`config.mk`:
```
export PLATFORM = sky130hd
export DESIGN_NAME = dual_acc_sat
export DESIGN_NICKNAME = d
export VERILOG_FILES = /design/src/rtl/dsat_pkg.sv /design/src/rtl/dsat_limit.sv /design/src/rtl/dsat_slot.sv /design/src/rtl/dual_acc_sat.sv
export SDC_FILE = /design/constraint.sdc
export NUM_CORES = 1
export LEC_CHECK = 0
export ABC_AREA = 1
export BUFFER_PORTS_ARGS = -buffer_cell sky130_fd_sc_hd__buf_2
export CORE_UTILIZATION = 50
export DETAILED_ROUTE_END_ITERATION = 12
export HOLD_SLACK_MARGIN = 0.05
export PLACE_DENSITY_LB_ADDON = 0.12
export SLEW_MARGIN = 0
export SYNTH_ARGS = -nofsm -noshare
export SYNTH_HDL_FRONTEND = slang
export SYNTH_HIERARCHICAL = 1
export SYNTH_SLANG_ARGS = --single-unit
export TNS_END_PERCENT = 5
```
`constraint.sdc`:
```
create_clock -name clk -period 3.44 [get_ports clk]
set_input_delay 0.516 -clock clk [delete_from_list [all_inputs] [get_ports clk]]
set_output_delay 0.516 -clock clk [all_outputs]
set_load 0.05 [all_outputs]
```
`src/rtl/dsat_pkg.sv`:
```
package dsat_pkg;

   typedef enum logic [1:0] {
      CLAMP_NONE = 2'd0,
      CLAMP_POS  = 2'd1,
      CLAMP_NEG  = 2'd2
   } clamp_e;

   localparam int unsigned NUM_ACC = 2;

endpackage

```
`src/rtl/dsat_limit.sv`:
```
module dsat_limit #(
   parameter int unsigned ACC_W    = 40,
   parameter int unsigned NARROW_W = 32
) (
   input  logic [ACC_W:0]   sum_i,
   input  logic             sat_en_i,
   input  logic             wide_i,
   output logic [ACC_W-1:0] res_o,
   output dsat_pkg::clamp_e clamp_o,
   output logic             wrap_ovf_o,
   output logic             guard_ovf_o
);
   import dsat_pkg::*;

   localparam int unsigned SUM_W  = ACC_W + 1;
   localparam int unsigned EXT_W  = ACC_W - NARROW_W + 1;
   localparam int unsigned GUARD_W = ACC_W - NARROW_W + 1;

   localparam logic [ACC_W-1:0] WIDE_POS   = {1'b0, {(ACC_W-1){1'b1}}};
   localparam logic [ACC_W-1:0] WIDE_NEG   = {1'b1, {(ACC_W-1){1'b0}}};
   localparam logic [ACC_W-1:0] NARROW_POS = {{EXT_W{1'b0}}, {(NARROW_W-1){1'b1}}};
   localparam logic [ACC_W-1:0] NARROW_NEG = {{EXT_W{1'b1}}, {(NARROW_W-1){1'b0}}};

   logic                      wide_fit;
   logic                      narrow_fit;
   logic                      fits;
   logic [SUM_W-NARROW_W:0]   narrow_top;
   logic [GUARD_W-1:0]        res_guard;

   assign wide_fit   = (sum_i[SUM_W-1] == sum_i[ACC_W-1]);
   assign narrow_top = sum_i[SUM_W-1:NARROW_W-1];
   assign narrow_fit = (&narrow_top) | ~(|narrow_top);
   assign fits       = wide_i ? wide_fit : narrow_fit;

   always_comb begin
      clamp_o = CLAMP_NONE;
      res_o   = sum_i[ACC_W-1:0];
      if (sat_en_i && !fits) begin
         if (sum_i[SUM_W-1]) begin
            clamp_o = CLAMP_NEG;
            res_o   = wide_i ? WIDE_NEG : NARROW_NEG;
         end else begin
            clamp_o = CLAMP_POS;
            res_o   = wide_i ? WIDE_POS : NARROW_POS;
         end
      end
   end

   assign wrap_ovf_o  = ~wide_fit;
   assign res_guard   = res_o[ACC_W-1:NARROW_W-1];
   assign guard_ovf_o = ~((&res_guard) | ~(|res_guard));

endmodule

```
`src/rtl/dsat_slot.sv`:
```
module dsat_slot #(
   parameter int unsigned ACC_W    = 40,
   parameter int unsigned NARROW_W = 32
) (
   input  logic             clk,
   input  logic             rst_n,
   input  logic             upd_hit_i,
   input  logic             narrow_sat_i,
   input  logic [ACC_W-1:0] res_i,
   input  logic             clamp_hit_i,
   input  logic             guard_ovf_i,
   input  logic             wr_hit_i,
   input  logic [ACC_W-1:0] wr_data_i,
   input  logic             sat_clr_i,
   output logic [ACC_W-1:0] acc_o,
   output logic             sat_o,
   output logic             ovf_o
);

   logic [ACC_W-1:0] acc_q;
   logic             sat_q;
   logic             ovf_q;

   always_ff @(posedge clk) begin
      if (!rst_n) begin
         acc_q <= '0;
      end else if (upd_hit_i) begin
         acc_q <= res_i;
      end else if (wr_hit_i) begin
         acc_q <= wr_data_i;
      end
   end

   always_ff @(posedge clk) begin
      if (!rst_n) begin
         sat_q <= 1'b0;
      end else if (upd_hit_i && clamp_hit_i) begin
         sat_q <= 1'b1;
      end else if (sat_clr_i) begin
         sat_q <= 1'b0;
      end
   end

   always_ff @(posedge clk) begin
      if (!rst_n) begin
         ovf_q <= 1'b0;
      end else if (upd_hit_i) begin
         ovf_q <= guard_ovf_i;
      end
   end

   assign acc_o = acc_q;
   assign sat_o = sat_q;
   assign ovf_o = ovf_q;


   sat_sticky_chk: assert property (@(posedge clk) disable iff (!rst_n)
      sat_q && !sat_clr_i |=> sat_q);


   narrow_guard_chk: assert property (@(posedge clk) disable iff (!rst_n)
      upd_hit_i && narrow_sat_i |=> !ovf_q);


   wr_flags_chk: assert property (@(posedge clk) disable iff (!rst_n)
      wr_hit_i && !upd_hit_i && !sat_clr_i |=> $stable(sat_q) && $stable(ovf_q));


   wr_load_chk: assert property (@(posedge clk) disable iff (!rst_n)
      wr_hit_i && !upd_hit_i |=> acc_q == $past(wr_data_i));

endmodule

```
`src/rtl/dual_acc_sat.sv`:
```
module dual_acc_sat #(
   parameter int unsigned ACC_W    = 40,
   parameter int unsigned NARROW_W = 32
) (
   input  logic             clk,
   input  logic             rst_n,
   input  logic             upd_vld,
   input  logic             upd_sel,
   input  logic [ACC_W:0]   upd_sum,
   input  logic             sat_en_a,
   input  logic             sat_en_b,
   input  logic             sat_wide,
   input  logic             trap_en,
   input  logic             sat_clr_a,
   input  logic             sat_clr_b,
   input  logic             wr_vld,
   input  logic             wr_sel,
   input  logic [ACC_W-1:0] wr_data,
   output logic [ACC_W-1:0] acc_a,
   output logic [ACC_W-1:0] acc_b,
   output logic             sat_a,
   output logic             sat_b,
   output logic             ovf_a,
   output logic             ovf_b,
   output logic             ovf_any,
   output logic             trap_req
);
   import dsat_pkg::*;

   generate
      if (NARROW_W < 2 || NARROW_W >= ACC_W) begin : g_bad_narrow
         $error("dual_acc_sat: NARROW_W must lie in [2, ACC_W-1]");
      end
   endgenerate

   logic             sat_en_eff;
   logic [ACC_W-1:0] lim_res;
   clamp_e           lim_clamp;
   logic             lim_wrap;
   logic             lim_guard;
   logic             trap_q;

   logic [NUM_ACC-1:0] sat_en_vec;
   logic [NUM_ACC-1:0] clr_vec;
   logic [NUM_ACC-1:0] sat_vec;
   logic [NUM_ACC-1:0] ovf_vec;
   logic [ACC_W-1:0]   acc_vec [NUM_ACC];

   assign sat_en_vec = {sat_en_b, sat_en_a};
   assign clr_vec    = {sat_clr_b, sat_clr_a};
   assign sat_en_eff = sat_en_vec[upd_sel];

   dsat_limit #(
      .ACC_W    (ACC_W),
      .NARROW_W (NARROW_W)
   ) i_limit (
      .sum_i       (upd_sum),
      .sat_en_i    (sat_en_eff),
      .wide_i      (sat_wide),
      .res_o       (lim_res),
      .clamp_o     (lim_clamp),
      .wrap_ovf_o  (lim_wrap),
      .guard_ovf_o (lim_guard)
   );

   generate
      for (genvar g = 0; g < NUM_ACC; g++) begin : g_slot
         logic upd_hit;
         logic wr_hit;
         assign upd_hit = upd_vld && (upd_sel == 1'(g));
         assign wr_hit  = wr_vld && (wr_sel == 1'(g));

         dsat_slot #(
            .ACC_W    (ACC_W),
            .NARROW_W (NARROW_W)
         ) i_slot (
            .clk          (clk),
            .rst_n        (rst_n),
            .upd_hit_i    (upd_hit),
            .narrow_sat_i (sat_en_eff && !sat_wide),
            .res_i        (lim_res),
            .clamp_hit_i  (lim_clamp != CLAMP_NONE),
            .guard_ovf_i  (lim_guard),
            .wr_hit_i     (wr_hit),
            .wr_data_i    (wr_data),
            .sat_clr_i    (clr_vec[g]),
            .acc_o        (acc_vec[g]),
            .sat_o        (sat_vec[g]),
            .ovf_o        (ovf_vec[g])
         );
      end
   endgenerate

   always_ff @(posedge clk) begin
      if (!rst_n) begin
         trap_q <= 1'b0;
      end else begin
         trap_q <= upd_vld && !sat_en_eff && trap_en && lim_wrap;
      end
   end

   assign acc_a    = acc_vec[0];
   assign acc_b    = acc_vec[1];
   assign sat_a    = sat_vec[0];
   assign sat_b    = sat_vec[1];
   assign ovf_a    = ovf_vec[0];
   assign ovf_b    = ovf_vec[1];
   assign ovf_any  = |ovf_vec;
   assign trap_req = trap_q;


   trap_src_chk: assert property (@(posedge clk) disable iff (!rst_n)
      trap_req |-> $past(upd_vld && trap_en && !sat_en_eff));


   wide_clamp_chk: assert property (@(posedge clk) disable iff (!rst_n)
      upd_vld && !upd_sel && sat_en_a && sat_wide && (upd_sum[ACC_W] != upd_sum[ACC_W-1])
      |=> (acc_a == {1'b0, {(ACC_W-1){1'b1}}}) || (acc_a == {1'b1, {(ACC_W-1){1'b0}}}));


   other_hold_chk: assert property (@(posedge clk) disable iff (!rst_n)
      upd_vld && upd_sel && !(wr_vld && !wr_sel) |=> $stable(acc_a));

endmodule

```
# After elaboration in Yosys (flattened, before gate mapping)
# Cells that the tools add are included.
# totals
output_inout_bits	86
elab_cells	56
register_bits	85
input_bits	93
# op_classes
n_reduce_logical	22
mux	17
order_cmp	1
bitwise_logic	8
n_eq_ne	1
# op_table
cell	n
2-to-1 mux 40 bit	6
2-to-1 mux 39 bit	2
logical AND 1 bit	10
AND reduction 10 bit	1
nonzero test 2 bit	5
OR reduction 10 bit	1
AND reduction 9 bit	1
OR reduction 9 bit	1
2-to-1 mux 1 bit	7
NOT 1 bit	6
2-to-1 mux 2 bit	2
zero test 1 bit	2
< comparator 1 x 2 -> 1 bit, second input constant	1
bitwise OR 1 bit	2
OR reduction 2 bit	1
== test 1 bit	1

# Logic depth before layout (Yosys ltp)
# Gate-level depths: netlist of the first run.
# depth
ltp_word	11
depth_mapped	17
ltp_nobuf	17

# Hierarchy
# Netlist of the first run, hierarchy kept.
# by_module_without_submodules
mod	seq_area_each_um2	area_per_inst_um2	cells_each	instances
dsat_slot	840.8	2052.0	314	2
dsat_limit	0.0	671.9	137	1
dual_acc_sat	20.0	112.6	22	1

# Worst setup path before layout of the first run
# No wires, ideal clock.
# synth_timing
path_type	input-to-reg
from	input upd_sum[39]
to	register g_slot[0].i_slot.sat_q
n_path_buf	1
required_time_ns	3.317
cell_stages	9
path_slack_ns	1.393
setup_ns	0.123
arrival_time_ns	1.924
cell_sequence	inv_1 ha_1 o21a_1 nand2_4 clkbuf_1 nor2_1 or2_2 nand2_1 a21boi_0
# synth_between
elab_chain_cells	10
elab_cells_between_ends	13
classes_between	1 x eq/ne; 3 x mux; 2 x bitwise; 7 x reduce/logical
# synth_lines
item	line_no	rtl
start, declared	dual_acc_sat.sv:9	input logic [ACC_W:0] upd_sum,
OR reduction 10 bit	dsat_limit.sv:32	assign narrow_fit = (&narrow_top) | ~(|narrow_top);
NOT 1 bit	dsat_limit.sv:32	
bitwise OR 1 bit	dsat_limit.sv:32	
2-to-1 mux 1 bit (*)	dsat_limit.sv:33	assign fits = wide_i ? wide_fit : narrow_fit;
zero test 1 bit (*)	dsat_limit.sv:38	if (sat_en_i && !fits) begin
logical AND 1 bit (*)	dsat_limit.sv:38	
2-to-1 mux 2 bit (*)	dsat_limit.sv:38	
named net lim_clamp[1]	dual_acc_sat.sv:38	clamp_e lim_clamp;
nonzero test 2 bit (*)	dual_acc_sat.sv:82	.clamp_hit_i (lim_clamp != CLAMP_NONE),
logical AND 1 bit (*)	dsat_slot.sv:37	end else if (upd_hit_i && clamp_hit_i) begin
2-to-1 mux 1 bit or nonzero test 2 bit (tied branches)	-	
end signal, assigned	dsat_slot.sv:36	sat_q <= 1'b0;
end signal, assigned	dsat_slot.sv:38	sat_q <= 1'b1;
end signal, assigned	dsat_slot.sv:40	sat_q <= 1'b0;
end, declared	dsat_slot.sv:21	logic sat_q;
# The timed path passes the listed nets; every way through them passes the cells marked *.
# A chain may end at the register's enable or synchronous reset.

# Worst setup path after layout of the first run
# layout_timing
from	input upd_sum[39]
to	register g_slot[1].i_slot.acc_q[13]
# layout_between
elab_chain_cells	8
elab_cells_between_ends	10
classes_between	1 x eq/ne; 3 x mux; 2 x bitwise; 4 x reduce/logical
# layout_lines
item	line_no	rtl
OR reduction 10 bit	dsat_limit.sv:32	
NOT 1 bit	dsat_limit.sv:32	
bitwise OR 1 bit	dsat_limit.sv:32	
2-to-1 mux 1 bit (*)	dsat_limit.sv:33	
zero test 1 bit (*)	dsat_limit.sv:38	
logical AND 1 bit (*)	dsat_limit.sv:38	
2-to-1 mux 40 bit (*)	dsat_limit.sv:38	
named net lim_res[13]	dual_acc_sat.sv:37	logic [ACC_W-1:0] lim_res;
2-to-1 mux 40 bit (*)	dsat_slot.sv:27	end else if (upd_hit_i) begin
end signal, assigned	dsat_slot.sv:28	acc_q <= res_i;
end signal, assigned	dsat_slot.sv:30	acc_q <= wr_data_i;
end, declared	dsat_slot.sv:20	logic [ACC_W-1:0] acc_q;
# Marks and branches as above.

==> results of run 1 <==
[sequential cells by signal, summed over array words and instances, names as in the netlist]
| register | flops |
|---|---|
| trap_req | 1 |
| g_slot.i_slot/sat_o | 2 |
| g_slot.i_slot/ovf_o | 2 |
| g_slot.i_slot/acc_o | 80 |
[power groups by stage]
stage	Combinational (mW)	Sequential [mW]	Clock [mW]
3_3_place_gp	0.773	1.11	0
5_1_grt	0.853	1.10	0.813
4_1_cts	0.783	1.09	0.774
6_report	0.785	1.09	0.758
2_1_floorplan	0.359	1.35	0
3_5_place_dp	0.781	1.11	0
[worst max-delay path: cells and delay by family]
family                     cells  cell delay (ns)
and+or+nand+nor                5             0.68
buffers and inverters          4             0.59
AOI/OAI and AO/OA              2             0.38
adders and majority gates      1             0.31
[metal layers]
layer  GRT usage, %  routed length (um)
met5              0                   0
met1          37.13                6188
met4          11.93                 356
met2          46.79                6716
met3          3.814                1217
[final timing paths]
kind	start	end	slack, ns	depth (start not counted)
worst max-delay path	upd_sum[39]	g_slot[1].i_slot/acc_o[13]$_SDFFE_PN0P_	1.24	12
worst min-delay path	sat_clr_b	g_slot[1].i_slot/sat_o$_SDFFE_PN0P_	0.43	4
worst max register to register	g_slot[1].i_slot/acc_o[32]$_SDFFE_PN0P_	g_slot[1].i_slot/acc_o[32]$_SDFFE_PN0P_	2.74	4
worst min register to register	g_slot[1].i_slot/sat_o$_SDFFE_PN0P_	g_slot[1].i_slot/sat_o$_SDFFE_PN0P_	0.50	2
[through the flow]
step | worst slack [ns] | total power [mW] | utilization (%) | area (um^2) | hold WS [ns]
3_3_place_gp | 0.9672 | 1.883 | 60.13 | 5635 | 0.4614
6_report | 1.237 | 2.633 | 62.28 | 5837 | 0.4280
5_1_grt | 1.031 | 2.763 | 62.28 | 5837 | 0.4454
4_1_cts | 1.268 | 2.646 | 62.28 | 5837 | 0.4204
2_1_floorplan | 1.393 | 1.709 | - | 4883 | 0.6838
3_5_place_dp | 0.8985 | 1.892 | 60.13 | 5635 | 0.4863
[cell type report]
cell class	count	share of cell area [%]
multi-input cells	547	41.84
flip-flops and latches	85	29.15
repair buffers	188	16.55
inverters	97	6.238
well taps	129	2.765
clock buffers	9	2.122
clock inverters	5	1.329
==> flow_summary.html, run 1 <==
<table>
<tr><th>Metric</th><th>Value</th></tr>
<tr><th colspan="2">Run status</th></tr>
<tr><td>Run status</td><td>complete, no violations</td></tr>
<tr><th colspan="2">STA</th></tr>
<tr><td>Tmin final</td><td>2.203 ns</td></tr>
<tr><td>Hold Vio Cnt, Final</td><td>0</td></tr>
<tr><td>RSZ-0062 raised after global routing</td><td>no</td></tr>
<tr><td>Worst clock skew on the final layout</td><td>0 ns</td></tr>
<tr><td>Total negative slack</td><td>0 ns</td></tr>
<tr><td>Achievable Freq</td><td>approximately 450 MHz</td></tr>
<tr><td>Actual transition at the worst max-transition pin</td><td>0.8648 ns</td></tr>
<tr><td>Max Slew Vio Count</td><td>0</td></tr>
<tr><td>Headroom to the max-slew limit</td><td>42.21%</td></tr>
<tr><td>Count of endpoints failing setup in the final report</td><td>0</td></tr>
<tr><td>Final critical-path share of the clock period</td><td>between 60% and 70%</td></tr>
<tr><th colspan="2">Yosys</th></tr>
<tr><td>Post-synthesis cell count</td><td>between 700 and 800</td></tr>
<tr><td>Post-synthesis area per instance</td><td>6.213 um^2</td></tr>
<tr><td>Cell area after synthesis</td><td>between 4000 and 5000 um^2</td></tr>
<tr><td>Post-Synthesis Net Count</td><td>881</td></tr>
<tr><td>Total of warnings raised by yosys</td><td>6</td></tr>
<tr><th colspan="2">Critical path</th></tr>
<tr><td>Path type of the worst setup path</td><td>in -&gt; reg</td></tr>
<tr><td>Critical-path cell with the highest stage delay</td><td>buf_4</td></tr>
<tr><td>Required arrival time at the worst endpoint</td><td>3.74 ns</td></tr>
<tr><td>Most used cell along the critical path</td><td>nand2_1</td></tr>
<tr><td>Critical Path, Cell by Cell</td><td>buf_2 -&gt; inv_1 -&gt; ha_1 -&gt; o21a_1 -&gt; nand2_4 -&gt; buf_4 -&gt; nand2_1 -&gt; o21ai_0 -&gt; nand2_1 -&gt; nand3_1 -&gt; nand2_1 -&gt; inv_1</td></tr>
<tr><td>Endpoint type of the worst setup path</td><td>flop</td></tr>
<tr><td>Stage delay of the slowest cell on the critical path</td><td>approximately 0.37 ns</td></tr>
<tr><td>Crit path arrival time</td><td>approximately 2.5 ns</td></tr>
<tr><td>Critical path fanouts, max</td><td>40</td></tr>
<tr><td>Startpoint type of the worst setup path</td><td>primary input</td></tr>
<tr><th colspan="2">Clocking</th></tr>
<tr><td># hold bufs at CTS</td><td>0</td></tr>
<tr><td>Root cell of the clock tree</td><td>clkbuf_8</td></tr>
<tr><td>Clk slew on worst S/H paths</td><td>approximately 0.090 ns</td></tr>
<tr><td>CTS resizes</td><td>0</td></tr>
<tr><td>Number of sinks handled by clock tree synthesis</td><td>85</td></tr>
<tr><td>Total setup buffers inserted after CTS</td><td>0</td></tr>
<tr><td>Maximum count of clock buffers along a single path</td><td>2</td></tr>
<tr><td>Cts bufs inserted</td><td>9</td></tr>
<tr><td>Insertion delay of the later-clocked pin in the worst-skew pair</td><td>0.34 ns</td></tr>
<tr><td>Total number of H-tree levels</td><td>3</td></tr>
<tr><td>Clock tree from TritonCTS</td><td>yes</td></tr>
<tr><th colspan="2">Routing</th></tr>
<tr><td>Detailed-route wire length</td><td>14.48 mm</td></tr>
<tr><td>Post-route DRC</td><td>0</td></tr>
<tr><td>Detailed-route via count</td><td>5,465</td></tr>
<tr><td>Drt first pass iters</td><td>5</td></tr>
<tr><td>Average wire length per cell after detail routing</td><td>around 14 um</td></tr>
<tr><td>Antenna-violating nets left</td><td>0</td></tr>
<tr><td>First-iteration detailed-routing DRC count</td><td>319</td></tr>
<tr><td>DR vias/cell</td><td>5.156</td></tr>
<tr><th colspan="2">Floorplan</th></tr>
<tr><td>Die height</td><td>~100 um</td></tr>
<tr><td>Initial cell density of the core</td><td>52.11%</td></tr>
<tr><td>Core Rows</td><td>35</td></tr>
<tr><td>Area of the die</td><td>10,170 um^2</td></tr>
<tr><td>IO Count</td><td>179</td></tr>
<tr><td>Core Box Area</td><td>9371 um^2</td></tr>
<tr><td>Die width</td><td>100.8 um</td></tr>
<tr><th colspan="2">Final layout</th></tr>
<tr><td>Net count, final</td><td>between 1,000 and 1,500</td></tr>
<tr><td>Commonest cells after routing, fill and taps aside</td><td>nand2_1, buf_2, nand3_1, inv_1, dfxtp_1</td></tr>
<tr><td>Antenna Diode Count</td><td>0</td></tr>
<tr><td>Sequential standard cell area</td><td>around 1700 um^2</td></tr>
<tr><td>Layout area overhead</td><td>19.52%</td></tr>
<tr><td>Most common cell after layout, fill and taps aside</td><td>nand2_1</td></tr>
<tr><td>Multi-input gate area in the final layout</td><td>between 2000 and 2500 um^2</td></tr>
<tr><td>Number of standard cells in the layout, taps in and fillers out</td><td>around 1,100</td></tr>
<tr><td>Ratio of cells with drive above 1 in the final layout</td><td>23.74%</td></tr>
<tr><td>Filler cell count</td><td>927</td></tr>
<tr><th colspan="2">Place</th></tr>
<tr><td>Placed wire-length estimate</td><td>9.446 mm</td></tr>
<tr><td>Placer Congestion</td><td>0.8308</td></tr>
<tr><td>Inst Count DP</td><td>1,046</td></tr>
<tr><td>Number of port buffers</td><td>178</td></tr>
<tr><th colspan="2">Pwr</th></tr>
<tr><td>Power density over the cells</td><td>451.0 nW/um^2</td></tr>
<tr><td>Portion of total power attributed to the clock network</td><td>28.8%</td></tr>
<tr><td>Leakage power</td><td>3.560 nW</td></tr>
<tr><td>Logic gate share of total power</td><td>29.8%</td></tr>
<tr><td>Portion of total power attributed to sequential cells</td><td>41.4%</td></tr>
<tr><td>Max VDD drop</td><td>around 0.25 mV</td></tr>
<tr><td>Internal power</td><td>about 1.7 mW</td></tr>
<tr><td>Net switching component of the power</td><td>0.9699 mW</td></tr>
<tr><td>Sw Share</td><td>36.84%</td></tr>
<tr><th colspan="2">Global route</th></tr>
<tr><td>Global Route Usage Sum</td><td>28.31%</td></tr>
<tr><td>Number of antenna violations at the first check in global routing</td><td>0</td></tr>
<tr><td>Aggregate global routing overflow</td><td>0</td></tr>
<tr><td>Via count of the first global-routing pass</td><td>4,749</td></tr>
<tr><td>Pin count of the biggest net entering global routing</td><td>42</td></tr>
<tr><td>Wire length of the first global-routing pass</td><td>22.63 mm</td></tr>
<tr><th colspan="2">Flow run</th></tr>
<tr><td>Max Cap Viol</td><td>0</td></tr>
<tr><th colspan="2">Worst hold path</th></tr>
<tr><td>Hold crit path type</td><td>in -&gt; reg</td></tr>
</table>
(Power assumes the default switching activity.)
==> run 2: changes to the inputs <==
==> constraint.sdc (replaced) <==
create_clock -name clk -period 2.14 [get_ports clk]
set_input_delay 0.321 -clock clk [delete_from_list [all_inputs] [get_ports clk]]
set_output_delay 0.321 -clock clk [all_outputs]
set_load 0.05 [all_outputs]
==> flow_summary.html, run 2 (synthesis results as in run 1) <==
<table>
<tr><th>Metric</th><th>Value</th></tr>
<tr><th colspan="2">Clocking</th></tr>
<tr><td>Number of sinks handled by clock tree synthesis</td><td>85 (unchanged)</td></tr>
<tr><td>Root cell of the clock tree</td><td>clkbuf_8 (unchanged)</td></tr>
<tr><td># hold bufs at CTS</td><td>0 (unchanged)</td></tr>
<tr><td>Total number of H-tree levels</td><td>3 (unchanged)</td></tr>
<tr><td>Clk slew on worst S/H paths</td><td>0.09 ns (about the same)</td></tr>
<tr><td>Insertion delay of the later-clocked pin in the worst-skew pair</td><td>0.35 ns (was 0.34 ns)</td></tr>
<tr><td>Clock tree from TritonCTS</td><td>yes (unchanged)</td></tr>
<tr><td>Total setup buffers inserted after CTS</td><td>0 (unchanged)</td></tr>
<tr><td>Maximum count of clock buffers along a single path</td><td>2 (unchanged)</td></tr>
<tr><td>Cts bufs inserted</td><td>9 (unchanged)</td></tr>
<tr><td>CTS resizes</td><td>0 (unchanged)</td></tr>
<tr><th colspan="2">STA</th></tr>
<tr><td>Achievable Freq</td><td>around 560 MHz</td></tr>
<tr><td>Headroom to the max-slew limit</td><td>43.94% (was 42.21%)</td></tr>
<tr><td>Max Slew Vio Count</td><td>0 (unchanged)</td></tr>
<tr><td>Hold Vio Cnt, Final</td><td>0 (unchanged)</td></tr>
<tr><td>Actual transition at the worst max-transition pin</td><td>0.8397 ns (was 0.8648 ns)</td></tr>
<tr><td>Final critical-path share of the clock period</td><td>82.79%</td></tr>
<tr><td>RSZ-0062 raised after global routing</td><td>no (unchanged)</td></tr>
<tr><td>Total negative slack</td><td>0 ns (unchanged)</td></tr>
<tr><td>Worst clock skew on the final layout</td><td>0 ns (unchanged)</td></tr>
<tr><td>Count of endpoints failing setup in the final report</td><td>0 (unchanged)</td></tr>
<tr><td>Tmin final</td><td>between 1.5 and 2 ns</td></tr>
<tr><td>Final Hold Slack</td><td>0.2159 ns (was 0.4280 ns)</td></tr>
<tr><th colspan="2">Routing</th></tr>
<tr><td>Post-route DRC</td><td>0 (unchanged)</td></tr>
<tr><td>Average wire length per cell after detail routing</td><td>13.85 um (was 13.66 um)</td></tr>
<tr><td>First-iteration detailed-routing DRC count</td><td>370 (was 319)</td></tr>
<tr><td>Drt first pass iters</td><td>7 (was 5)</td></tr>
<tr><td>Detailed-route via count</td><td>5,544 (was 5,465)</td></tr>
<tr><td>Detailed-route wire length</td><td>14.77 mm (was 14.48 mm)</td></tr>
<tr><td>Antenna-violating nets left</td><td>0 (unchanged)</td></tr>
<tr><td>DR vias/cell</td><td>5.201 (was 5.156)</td></tr>
<tr><th colspan="2">Critical path</th></tr>
<tr><td>Crit path arrival time</td><td>2.03 ns (was 2.50 ns)</td></tr>
<tr><td>Startpoint type of the worst setup path</td><td>primary input (unchanged)</td></tr>
<tr><td>Critical path fanouts, max</td><td>28 (was 40)</td></tr>
<tr><td>Endpoint type of the worst setup path</td><td>flop (unchanged)</td></tr>
<tr><td>Path type of the worst setup path</td><td>in -&gt; reg (unchanged)</td></tr>
<tr><td>Required arrival time at the worst endpoint</td><td>2.40 ns (was 3.74 ns)</td></tr>
<tr><th colspan="2">Pwr</th></tr>
<tr><td>Logic gate share of total power</td><td>30.6% (was 29.8%)</td></tr>
<tr><td>Max VDD drop</td><td>0.3566 mV (was 0.2538 mV)</td></tr>
<tr><td>Leakage power</td><td>3.592 nW (was 3.560 nW)</td></tr>
<tr><td>Portion of total power attributed to the clock network</td><td>27.8% (was 28.8%)</td></tr>
<tr><td>Portion of total power attributed to sequential cells</td><td>41.6% (was 41.4%)</td></tr>
<tr><td>Net switching component of the power</td><td>1.568 mW (was 0.9699 mW)</td></tr>
<tr><td>Power density over the cells</td><td>713.3 nW/um^2 (was 451.0 nW/um^2)</td></tr>
<tr><td>Internal power</td><td>2.648 mW (was 1.663 mW)</td></tr>
<tr><td>Sw Share</td><td>37.19% (was 36.84%)</td></tr>
<tr><td>Final Power</td><td>4.216 mW (was 2.633 mW)</td></tr>
<tr><th colspan="2">Final layout</th></tr>
<tr><td>Commonest cells after routing, fill and taps aside</td><td>nand2_1, buf_2, nand3_1, inv_1, dfxtp_1 (unchanged)</td></tr>
<tr><td>Filler cell count</td><td>939 (was 927)</td></tr>
<tr><td>Net count, final</td><td>1,028 (was 1,023)</td></tr>
<tr><td>Antenna Diode Count</td><td>0 (unchanged)</td></tr>
<tr><td>Layout area overhead</td><td>21.04% (was 19.52%)</td></tr>
<tr><td>Most common cell after layout, fill and taps aside</td><td>nand2_1 (unchanged)</td></tr>
<tr><td>Largest register FFs</td><td>80 (unchanged)</td></tr>
<tr><td>Ratio of cells with drive above 1 in the final layout</td><td>24.12% (was 23.74%)</td></tr>
<tr><th colspan="2">Floorplan</th></tr>
<tr><td>Die height</td><td>100.8 um (unchanged)</td></tr>
<tr><td>Area of the die</td><td>10,170 um^2 (unchanged)</td></tr>
<tr><td>IO Count</td><td>179 (unchanged)</td></tr>
<tr><td>Core Rows</td><td>35 (unchanged)</td></tr>
<tr><td>Die width</td><td>100.8 um (unchanged)</td></tr>
<tr><td>Initial cell density of the core</td><td>52.11% (unchanged)</td></tr>
<tr><td>Core Box Area</td><td>9371 um^2 (unchanged)</td></tr>
<tr><th colspan="2">Global route</th></tr>
<tr><td>Global Route Usage Sum</td><td>28.74% (was 28.31%)</td></tr>
<tr><td>Wire length of the first global-routing pass</td><td>22.91 mm (was 22.63 mm)</td></tr>
<tr><td>Via count of the first global-routing pass</td><td>4,903 (was 4,749)</td></tr>
<tr><td>Aggregate global routing overflow</td><td>0 (unchanged)</td></tr>
<tr><td>Pin count of the biggest net entering global routing</td><td>42 (unchanged)</td></tr>
<tr><td>Number of antenna violations at the first check in global routing</td><td>0 (unchanged)</td></tr>
<tr><th colspan="2">Place</th></tr>
<tr><td>Placer Congestion</td><td>0.8489 (was 0.8308)</td></tr>
<tr><td>Number of port buffers</td><td>178 (unchanged)</td></tr>
<tr><td>Placed wire-length estimate</td><td>9.828 mm (was 9.446 mm)</td></tr>
<tr><th colspan="2">Run status</th></tr>
<tr><td>Run status</td><td>complete, no violations (unchanged)</td></tr>
<tr><th colspan="2">Flow run</th></tr>
<tr><td>Max Cap Viol</td><td>0 (unchanged)</td></tr>
<tr><th colspan="2">Worst hold path</th></tr>
<tr><td>Hold crit path type</td><td>in -&gt; reg (unchanged)</td></tr>
</table>
## run 2: layout make-up
type	instances	area, um^2	share of cell area [%]
multi-input combinational	547	2442	41.32
sequential	85	1702	28.79
timing repair buffer	193	1041	17.61
inverter	97	364.1	6.160
tap	129	161.4	2.731
clock buffer	12	155.1	2.625
clock inverter	3	45.04	0.7621
## run 2: through the flow
stage / cells / utilization [%] / instance area (um^2) / setup WS (ns)
after floorplan: 786 / - / 4883 / 0.2878
after global placement: 1051 / 60.93 / 5710 / 0.09304
after detailed placement: 1051 / 60.93 / 5710 / 0.02085
after CTS: 1066 / 63.07 / 5911 / 0.4039
after global routing: 1066 / 63.07 / 5911 / 0.2241
final: 1066 / 63.07 / 5911 / 0.3683
## run 2: worst paths after layout
path                                      startpoint                                 endpoint  slack, ns  cells past startpoint
max                                      upd_sum[39]  g_slot[0].i_slot/acc_o[25]$_SDFFE_PN0P_       0.37                     11
min                                        sat_clr_b      g_slot[1].i_slot/sat_o$_SDFFE_PN0P_       0.22                      4
max reg2reg  g_slot[0].i_slot/acc_o[37]$_SDFFE_PN0P_  g_slot[0].i_slot/acc_o[37]$_SDFFE_PN0P_       1.45                      4
min reg2reg      g_slot[1].i_slot/sat_o$_SDFFE_PN0P_      g_slot[1].i_slot/sat_o$_SDFFE_PN0P_       0.48                      2
## run 2: metal layers
layer	track usage, %	vias up	wire (um)
met2	47.68	293	6974
met4	14.16	0	393
li1	-	2717	-
met3	4.438	37	1210
met5	0	-	0
met1	36.39	2497	6187
## run 2: power by group through the flow
| stage | combinational, mW | sequential [mW] | clock, mW |
|---|---|---|---|
| after global placement | 1.26 | 1.78 | 0 |
| after detailed placement | 1.28 | 1.79 | 0 |
| after CTS | 1.29 | 1.75 | 1.20 |
| after global routing | 1.40 | 1.76 | 1.26 |
| final | 1.29 | 1.75 | 1.17 |
| after floorplan | 0.577 | 2.17 | 0 |
## run 2: critical path, stage by stage
cell,delay [ns]
buf_2,0.11
inv_1,0.12
ha_1,0.26
o21a_1,0.25
nand2_4,0.20
buf_4,0.32
o21ai_0,0.15
nand2_1,0.11
nand3_1,0.09
nand2_1,0.07
inv_1,0.04
